===== config.mk =====
export PLATFORM = sky130hd
export DESIGN_NAME = mont_factor_gen
export DESIGN_NICKNAME = d
export VERILOG_FILES = /design/src/rtl/mfg_pkg.sv /design/src/rtl/mfg_ctrl.sv /design/src/rtl/mfg_word_alu.sv /design/src/rtl/mfg_factor_buf.sv /design/src/rtl/mont_factor_gen.sv
export SDC_FILE = /design/constraint.sdc
export NUM_CORES = 1
export LEC_CHECK = 0
export BUFFER_PORTS_ARGS = -buffer_cell sky130_fd_sc_hd__clkbuf_2
export CAP_MARGIN = 20
export CORE_MARGIN = 2
export CORE_UTILIZATION = 57
export DETAILED_ROUTE_END_ITERATION = 16
export PLACE_DENSITY = 0.88
export SKIP_CTS_REPAIR_TIMING = 1
export SYNTH_ARGS = -nofsm -noshare
export SYNTH_HDL_FRONTEND = slang
export SYNTH_SLANG_ARGS = --single-unit

===== constraint.sdc =====
create_clock -name clk -period 4.1 [get_ports clk]
set_clock_uncertainty 0.15 [all_clocks]
set_input_delay 0.41 -clock clk [delete_from_list [all_inputs] [get_ports clk]]
set_output_delay 0.41 -clock clk [all_outputs]
set_load 0.01 [all_outputs]

===== src/rtl/mfg_pkg.sv =====
`timescale 1ns/1ps
// Package: shared types of the Montgomery factor generator.
// Assumes nothing beyond IEEE 1800-2017.
package mfg_pkg;

    // Sequencer states: idle, first modulus fetch, word pass.
    typedef enum logic [1:0] {
        ST_IDLE  = 2'd0,
        ST_FETCH = 2'd1,
        ST_PASS  = 2'd2
    } mfg_state_e;

endpackage


===== src/rtl/mfg_ctrl.sv =====
`timescale 1ns/1ps
// Module: mfg_ctrl
// Sequences a run. It captures the word count, steps the word index over
// 0..L-1 for each round, counts 2*W*L rounds, and prefetches modulus words
// one cycle ahead. The address wraps to 0 on the last word, so the next
// round starts without a bubble.
// Assumes: len is 1..MAX_WORDS when start is sampled while idle.
module mfg_ctrl
    import mfg_pkg::*;
#(
    parameter  int WORD_W    = 16,
    parameter  int MAX_WORDS = 8,
    localparam int LW        = $clog2(MAX_WORDS + 1),
    localparam int AW        = (MAX_WORDS > 1) ? $clog2(MAX_WORDS) : 1
) (
    input  logic          clk,
    input  logic          rst_n,
    input  logic          start,
    input  logic [LW-1:0] len_in,
    output logic          busy,
    output logic          done,
    output logic          init,
    output logic          step,
    output logic          round_end,
    output logic [AW-1:0] word_idx,
    output logic [AW-1:0] rd_addr,
    output logic [LW-1:0] len_q
);

    localparam int RW = $clog2(2 * WORD_W * MAX_WORDS + 1);

    mfg_state_e    state_q;
    logic [LW-1:0] j_q;
    logic [LW-1:0] addr_q;
    logic [RW-1:0] rnd_q;
    logic          done_q;

    logic [LW-1:0] addr_next;
    logic [RW-1:0] rounds_total;
    logic          last_word;
    logic          last_round;

    // Next fetch address, last word, and last round.
    always_comb begin
        addr_next    = (addr_q == len_q - LW'(1)) ? '0 : addr_q + LW'(1);
        last_word    = (j_q == len_q - LW'(1));
        rounds_total = RW'(len_q) * RW'(2 * WORD_W);
        last_round   = (rnd_q == rounds_total - RW'(1));
    end

    // Sequencer: state, word index, fetch address, round counter, done pulse.
    always_ff @(posedge clk) begin
        if (!rst_n) begin
            state_q <= ST_IDLE;
            len_q   <= '0;
            j_q     <= '0;
            addr_q  <= '0;
            rnd_q   <= '0;
            done_q  <= 1'b0;
        end else begin
            done_q <= 1'b0;
            unique case (state_q)
                ST_IDLE: begin
                    if (start) begin
                        len_q   <= len_in;
                        j_q     <= '0;
                        addr_q  <= '0;
                        rnd_q   <= '0;
                        state_q <= ST_FETCH;
                    end
                end
                ST_FETCH: begin
                    addr_q  <= addr_next;
                    state_q <= ST_PASS;
                end
                ST_PASS: begin
                    addr_q <= addr_next;
                    if (last_word) begin
                        j_q <= '0;
                        if (last_round) begin
                            state_q <= ST_IDLE;
                            done_q  <= 1'b1;
                        end else begin
                            rnd_q <= rnd_q + RW'(1);
                        end
                    end else begin
                        j_q <= j_q + LW'(1);
                    end
                end
                default: state_q <= ST_IDLE;
            endcase
        end
    end

    // Output decode.
    always_comb begin
        busy      = (state_q != ST_IDLE);
        done      = done_q;
        init      = (state_q == ST_IDLE) && start;
        step      = (state_q == ST_PASS);
        round_end = step && last_word;
        word_idx  = j_q[AW-1:0];
        rd_addr   = addr_q[AW-1:0];
    end

    // done never lasts two cycles.
    p_done_pulse_r5: assert property (@(posedge clk) disable iff (!rst_n)
        done |=> !done);

    // done comes right after the run, which leaves busy low.
    p_done_ends_busy_r4: assert property (@(posedge clk) disable iff (!rst_n)
        done |-> (!busy && $past(busy)));

    // an accepted start makes the block busy on the next cycle.
    p_busy_after_start_r2: assert property (@(posedge clk) disable iff (!rst_n)
        (start && !busy) |=> busy);

    // the fetch address stays inside the modulus while busy.
    p_addr_in_range_r2: assert property (@(posedge clk) disable iff (!rst_n)
        busy |-> (addr_q < len_q));

    // a start during a run leaves the latched length alone.
    p_len_hold_r7: assert property (@(posedge clk) disable iff (!rst_n)
        (busy && start) |=> $stable(len_q));

endmodule


===== src/rtl/mfg_word_alu.sv =====
`timescale 1ns/1ps
// Module: mfg_word_alu
// Per-word datapath. It doubles the current word, taking in the bit
// carried from the word below. It also subtracts the matching modulus word
// with the running borrow. The one-bit carry and borrow chain flops live
// here. They clear when a run starts and again at the end of each round.
// Assumes: step is high exactly in word-pass cycles, and round_end marks
// the last word of a round.
module mfg_word_alu #(
    parameter int WORD_W = 16
) (
    input  logic              clk,
    input  logic              rst_n,
    input  logic              init,
    input  logic              step,
    input  logic              round_end,
    input  logic [WORD_W-1:0] cur_word,
    input  logic [WORD_W-1:0] n_word,
    output logic [WORD_W-1:0] shifted,
    output logic [WORD_W-1:0] diff,
    output logic              keep_shift
);

    logic          cy_q;
    logic          bw_q;
    logic          cy_out;
    logic          bw_out;
    logic [WORD_W:0] d_ext;

    // Doubling with carry-in, and subtraction with borrow-in.
    always_comb begin
        shifted    = (cur_word << 1) | WORD_W'(cy_q);
        cy_out     = cur_word[WORD_W-1];
        d_ext      = {1'b0, shifted} - {1'b0, n_word} - (WORD_W + 1)'(bw_q);
        diff       = d_ext[WORD_W-1:0];
        bw_out     = d_ext[WORD_W];
        keep_shift = bw_out && !cy_out;
    end

    // Chain flops: pass carry and borrow word to word, clear at round end.
    always_ff @(posedge clk) begin
        if (!rst_n || init) begin
            cy_q <= 1'b0;
            bw_q <= 1'b0;
        end else if (step) begin
            if (round_end) begin
                cy_q <= 1'b0;
                bw_q <= 1'b0;
            end else begin
                cy_q <= cy_out;
                bw_q <= bw_out;
            end
        end
    end

    // outside the word pass the chains sit at zero, so every round starts clean.
    p_chain_clear_r8: assert property (@(posedge clk) disable iff (!rst_n)
        !step |-> (!cy_q && !bw_q));

    // a carry out of the top word always selects the difference.
    p_carry_forces_sub_r8: assert property (@(posedge clk) disable iff (!rst_n)
        (round_end && cur_word[WORD_W-1]) |-> !keep_shift);

endmodule


===== src/rtl/mfg_factor_buf.sv =====
`timescale 1ns/1ps
// Module: mfg_factor_buf
// Holds two word buffers: the doubled candidate and the difference
// candidate. A select flag marks which buffer holds the current value.
// Each pass reads word j from the selected buffer and writes both
// candidates back at j. The flag is then set from the end-of-round
// decision, so no copy pass is needed.
// Assumes: wr_idx < len during writes; the read port is used while idle.
module mfg_factor_buf #(
    parameter  int WORD_W    = 16,
    parameter  int MAX_WORDS = 8,
    localparam int LW        = $clog2(MAX_WORDS + 1),
    localparam int AW        = (MAX_WORDS > 1) ? $clog2(MAX_WORDS) : 1
) (
    input  logic              clk,
    input  logic              rst_n,
    input  logic              init,
    input  logic              wr_en,
    input  logic              commit,
    input  logic              keep_shift,
    input  logic [LW-1:0]     len,
    input  logic [AW-1:0]     wr_idx,
    input  logic [WORD_W-1:0] shifted,
    input  logic [WORD_W-1:0] diff,
    output logic [WORD_W-1:0] cur_word,
    input  logic [AW-1:0]     rd_addr,
    output logic [WORD_W-1:0] rd_data
);

    logic [WORD_W-1:0] sh_q [MAX_WORDS];
    logic [WORD_W-1:0] df_q [MAX_WORDS];
    logic              sel_sh_q;

    // Current-value word feeding the datapath.
    always_comb begin
        cur_word = sel_sh_q ? sh_q[wr_idx] : df_q[wr_idx];
    end

    // Result read port; indices past the buffer read zero.
    always_comb begin
        if (int'(rd_addr) < MAX_WORDS) begin
            rd_data = sel_sh_q ? sh_q[rd_addr] : df_q[rd_addr];
        end else begin
            rd_data = '0;
        end
    end

    // Buffer writes, initialisation to one, and select update.
    always_ff @(posedge clk) begin
        if (!rst_n) begin
            for (int i = 0; i < MAX_WORDS; i++) begin
                sh_q[i] <= '0;
                df_q[i] <= '0;
            end
            sel_sh_q <= 1'b1;
        end else if (init) begin
            for (int i = 0; i < MAX_WORDS; i++) begin
                sh_q[i] <= (i == 0) ? WORD_W'(1) : '0;
                df_q[i] <= '0;
            end
            sel_sh_q <= 1'b1;
        end else begin
            if (wr_en) begin
                sh_q[wr_idx] <= shifted;
                df_q[wr_idx] <= diff;
            end
            if (commit) begin
                sel_sh_q <= keep_shift;
            end
        end
    end

    // writes never reach words at or above the run length.
    p_wr_in_range_r6: assert property (@(posedge clk) disable iff (!rst_n)
        wr_en |-> (LW'(wr_idx) < len));

    // an accepted start leaves the value equal to one.
    p_init_one_r9: assert property (@(posedge clk) disable iff (!rst_n)
        init |=> (sel_sh_q && sh_q[0] == WORD_W'(1)));

endmodule


===== src/rtl/mont_factor_gen.sv =====
`timescale 1ns/1ps
// Module: mont_factor_gen (top)
// Computes 2^(2*W*L) mod N by 2*W*L rounds of doubling with a conditional
// subtraction, one word per cycle. N comes from a synchronous-read
// memory with one-cycle latency. The result stays in an internal buffer
// and is read combinationally while idle.
// Assumes: N odd, 1 < N < 2^(W*L), memory content stable during a run.
module mont_factor_gen #(
    parameter  int WORD_W    = 16,
    parameter  int MAX_WORDS = 8,
    localparam int LW        = $clog2(MAX_WORDS + 1),
    localparam int AW        = (MAX_WORDS > 1) ? $clog2(MAX_WORDS) : 1
) (
    input  logic              clk,
    input  logic              rst_n,
    input  logic              start,
    input  logic [LW-1:0]     len,
    output logic              busy,
    output logic              done,
    output logic [AW-1:0]     n_rd_addr,
    input  logic [WORD_W-1:0] n_rd_data,
    input  logic [AW-1:0]     f_rd_addr,
    output logic [WORD_W-1:0] f_rd_data
);

    logic              init;
    logic              step;
    logic              round_end;
    logic [AW-1:0]     word_idx;
    logic [LW-1:0]     len_q;
    logic [WORD_W-1:0] cur_word;
    logic [WORD_W-1:0] shifted;
    logic [WORD_W-1:0] diff;
    logic              keep_shift;

    mfg_ctrl #(
        .WORD_W    (WORD_W),
        .MAX_WORDS (MAX_WORDS)
    ) u_ctrl (
        .clk       (clk),
        .rst_n     (rst_n),
        .start     (start),
        .len_in    (len),
        .busy      (busy),
        .done      (done),
        .init      (init),
        .step      (step),
        .round_end (round_end),
        .word_idx  (word_idx),
        .rd_addr   (n_rd_addr),
        .len_q     (len_q)
    );

    mfg_word_alu #(
        .WORD_W (WORD_W)
    ) u_alu (
        .clk        (clk),
        .rst_n      (rst_n),
        .init       (init),
        .step       (step),
        .round_end  (round_end),
        .cur_word   (cur_word),
        .n_word     (n_rd_data),
        .shifted    (shifted),
        .diff       (diff),
        .keep_shift (keep_shift)
    );

    mfg_factor_buf #(
        .WORD_W    (WORD_W),
        .MAX_WORDS (MAX_WORDS)
    ) u_buf (
        .clk        (clk),
        .rst_n      (rst_n),
        .init       (init),
        .wr_en      (step),
        .commit     (round_end),
        .keep_shift (keep_shift),
        .len        (len_q),
        .wr_idx     (word_idx),
        .shifted    (shifted),
        .diff       (diff),
        .cur_word   (cur_word),
        .rd_addr    (f_rd_addr),
        .rd_data    (f_rd_data)
    );

endmodule


==> run summary <==
status -> complete, but fails checks
failing checks -> negative hold slack, negative setup slack
Synthesized Nets -> 1,215
P_leak -> 6.87 nW
largest vdd supply drop -> 0.413 mV
dpl cell area -> 16,600 µm²
Final Hold Vio Count -> 1
gr busiest metal -> met2
worst rel slew slack -> 47.1%
worst path bufs/invs -> 5
Num CTS Buffers -> 29
post-synthesis to final-layout area growth -> 17.7%
port bufs -> 46
delay-heaviest family, CP -> compound AO/OA/AOI/OAI gates
measured slew at the worst slew-check pin -> 0.783 ns
max cap viols -> 0
cell area after layout -> 18,200 µm²
Final period util -> 103%
M2 GR Usage -> 50.6%
crit end category -> flop
core area -> 26,800 µm²
Worst path max stage delay -> 0.50 ns
Slew Viols, Final -> 0
Worst Hold Slack -> -0.0382 ns
top achievable clock speed -> 0.237 GHz
H-tree levels -> 1
top cells by count, synth -> nor2_1 (280), edfxtp_1 (256), mux4_2 (142)
die height -> 169 µm
Seq/Total Area, Yosys -> 53.5%
Via density -> 7.05
ANT nets after route -> 0
post-synth top area share -> 49.6%
largest cells by area after synthesis -> edfxtp_1 (50%), mux4_2 (21%), nor2_1 (6.8%)
root buf cell -> clkbuf_16
worst r2r dst -> u_buf.df_q[6][14]$_SDFFCE_PN0P_
CP max stage cell -> mux4_2
Critical Path Fanout Max -> 9
CTS tree -> yes
met3 usage -> 5.45%
ys async rst share -> 0%
Setup crit end -> u_buf.df_q[6][14]$_SDFFCE_PN0P_
Reg2Reg Setup Slack -> -0.12 ns
Mean Syn Cell Area -> 13.5 µm²
final core utilization -> 68.1%
Post-synth top flop -> edfxtp_1
nets -> 1,337
Die ar. -> 28,500 µm²
Yosys reg bits -> 286
Total Power -> 9.57 mW
first-pass detailed-route iteration total -> 10
largest area contributor in the netlist -> edfxtp_1
WP depth -> 18
via count -> 11,535
initial core utilization -> 57.9%
min cycle time layout -> 4.22 ns
Rows -> 60
Die Wd -> 169 µm
gr ovfl total -> 0
Detailed Route WL -> 46,400 µm
Synth Warn # -> 0
CP Data Required Time -> 4.23 ns
deepest clock path buffer count -> 3
WL/cell -> 28.4 µm
Boundary Pins -> 47
Hold Crit Class -> primary input to flop
GR met1 Demand/Resource -> 40.2%
vias in the first global route -> 11,504
non-filler instance count after layout -> 1,636
Post-route DRC -> 0
most frequent CP cell -> o21ai_2
clk_lat worst skew -> 0.57 ns
startpoint type of the worst setup path -> flop
final worst slack -> -0.116 ns
Pwr Density -> 525 nW/µm²
antenna fix cells -> 0
Syn Inst Count -> 1,151
synthesized area -> 15,500 µm²
largest net degree at the start of global routing -> 65
critical path type -> flop to flop
most frequent cell after synthesis -> nor2_1
initial antenna violation count -> 0
clock transition at the registers of the reported paths -> 0.07 ns
Routability Congestion -> 0.874
number of clock sinks -> 286
layout cell share with drive strength beyond 1 -> 32.6%
DRT iter0 DRCs -> 1,850
placed insts -> 1,535
HPWL Detailed -> 26,200 µm
RSZ-0062 raised after global routing -> yes
GRT Total Usage -> 30.8%
Post-synth EDFFs -> 256
first-pass GRT wire length -> 65,700 µm
CP Cell Sequence -> buf_12 > buf_16 > buf_4 > mux4_2 > mux2i_1 > nand2_1 > o21ai_2 > ha_1 > inv_1 > ha_4 > o211ai_1 > o21ai_2 > o2111ai_2 > a211oi_2 > nor2b_2 > xor2_2 > buf_6 > nor2_1
Worst EP arrival -> 4.35 ns
final setup violation count -> 11
count of unique library cells instantiated by Yosys -> 60
Reg2Reg Depth -> 18
## area by class of cell
| class | count | area [µm²] |
|---|---|---|
| Multi-Input combinational cell | 747 | 6970 |
| Timing Repair Buffer | 172 | 1430 |
| Sequential cell | 286 | 8300 |
| Inverter | 37 | 141 |
| Clock inverter | 20 | 183 |
| Fill cell | 1561 | 8560 |
| Clock buffer | 33 | 793 |
| Tap cell | 341 | 427 |
## worst min-delay path by stage
stage,startpoint,slack [ns],depth (start not counted),end
after floorplan,u_ctrl.j_q[3]$_SDFFE_PN0P_,0.31,2,u_ctrl.j_q[3]$_SDFFE_PN0P_
after global placement,u_ctrl.j_q[3]$_SDFFE_PN0P_,0.33,2,u_ctrl.j_q[3]$_SDFFE_PN0P_
after detailed placement,u_ctrl.j_q[3]$_SDFFE_PN0P_,0.35,2,u_ctrl.j_q[3]$_SDFFE_PN0P_
after CTS,len[2],-0.06,3,u_ctrl.len_q[2]$_SDFFE_PN0P_
after global routing,len[1],0.03,3,u_ctrl.len_q[1]$_SDFFE_PN0P_
final,len[1],-0.04,3,u_ctrl.len_q[1]$_SDFFE_PN0P_
## cell usage in the layout, fill, tap and decap left out, types with 4 or more instances in the layout
master | synthesis | layout
a21boi_0 | 7 | 7
a21o_1 | 6 | 6
a21oi_1 | 19 | 15
a21oi_2 | 0 | 4
and2_1 | 6 | 6
and3_1 | 7 | 7
buf_12 | 0 | 13
buf_4 | 6 | 101
buf_6 | 0 | 6
clkbuf_16 | 0 | 33
clkbuf_2 | 0 | 44
clkinv_1 | 1 | 7
clkinv_2 | 0 | 5
dfxtp_1 | 30 | 26
edfxtp_1 | 256 | 256
ha_1 | 36 | 31
ha_4 | 0 | 4
inv_1 | 36 | 35
mux2_2 | 14 | 13
mux2i_1 | 22 | 22
mux4_2 | 142 | 142
nand2_1 | 55 | 55
nand2b_1 | 5 | 5
nand3_1 | 14 | 13
nand3b_1 | 4 | 4
nand4_1 | 10 | 10
nor2_1 | 280 | 272
nor2_2 | 0 | 7
nor2b_1 | 11 | 10
o21ai_0 | 17 | 12
o21ai_1 | 16 | 8
o21ai_2 | 0 | 7
o21ai_4 | 0 | 6
xnor2_1 | 12 | 12
xor2_1 | 17 | 16
## flip-flops by register name (all words and copies together) (netlist names), named ones only
name            flops
u_buf.df_q        128
u_ctrl.state_q      2
u_buf.sel_sh_q      1
u_ctrl.rnd_q        9
u_buf.sh_q        128
u_ctrl.len_q        4
u_ctrl.j_q          4
u_alu.cy_q          1
u_alu.bw_q          1
u_ctrl.addr_q       4
u_ctrl.done         1
## tightest hold or removal path, stage by stage
cell	delay, ns
clkbuf_2	0.08
nand2_1	0.04
a21boi_0	0.08
## through the flow
stage	setup WS [ns]	setup TNS (ns)
floorplan	0.0197	0
global placement	-0.0812	-1.51
detailed placement	-0.218	-6.71
CTS	-0.353	-11.29
global route	-0.160	-2.31
finish	-0.116	-0.846
## report_power, final
| part | total [mW] | switching [mW] | internal, mW |
|---|---|---|---|
| Clock | 2.73 | 1.15 | 1.58 |
| Combinational | 2.95 | 1.71 | 1.24 |
| Sequential | 3.89 | 0.252 | 3.64 |
| Total | 9.57 | 3.11 | 6.46 |
## kinds of logic after synthesis
| kind of cell | after synthesis | synth area share [%] |
|---|---|---|
| compound gates | 91 | 3.91 |
| xor+xnor | 34 | 2.24 |
| fa+ha+maj | 38 | 3.16 |
| buf+inv | 118 | 3.12 |
| flops | 286 | 53.5 |
| mux | 179 | 23.2 |
| simple gates | 405 | 11.0 |
## per-layer routing
metal  wire [µm]  part of all wire (%)
met1       14900                    32
met2       21800                    47
met3        6530                    14
met4        3210                   6.9
met5           0                     0
Note: power is estimated with default switching activity, not from simulation.
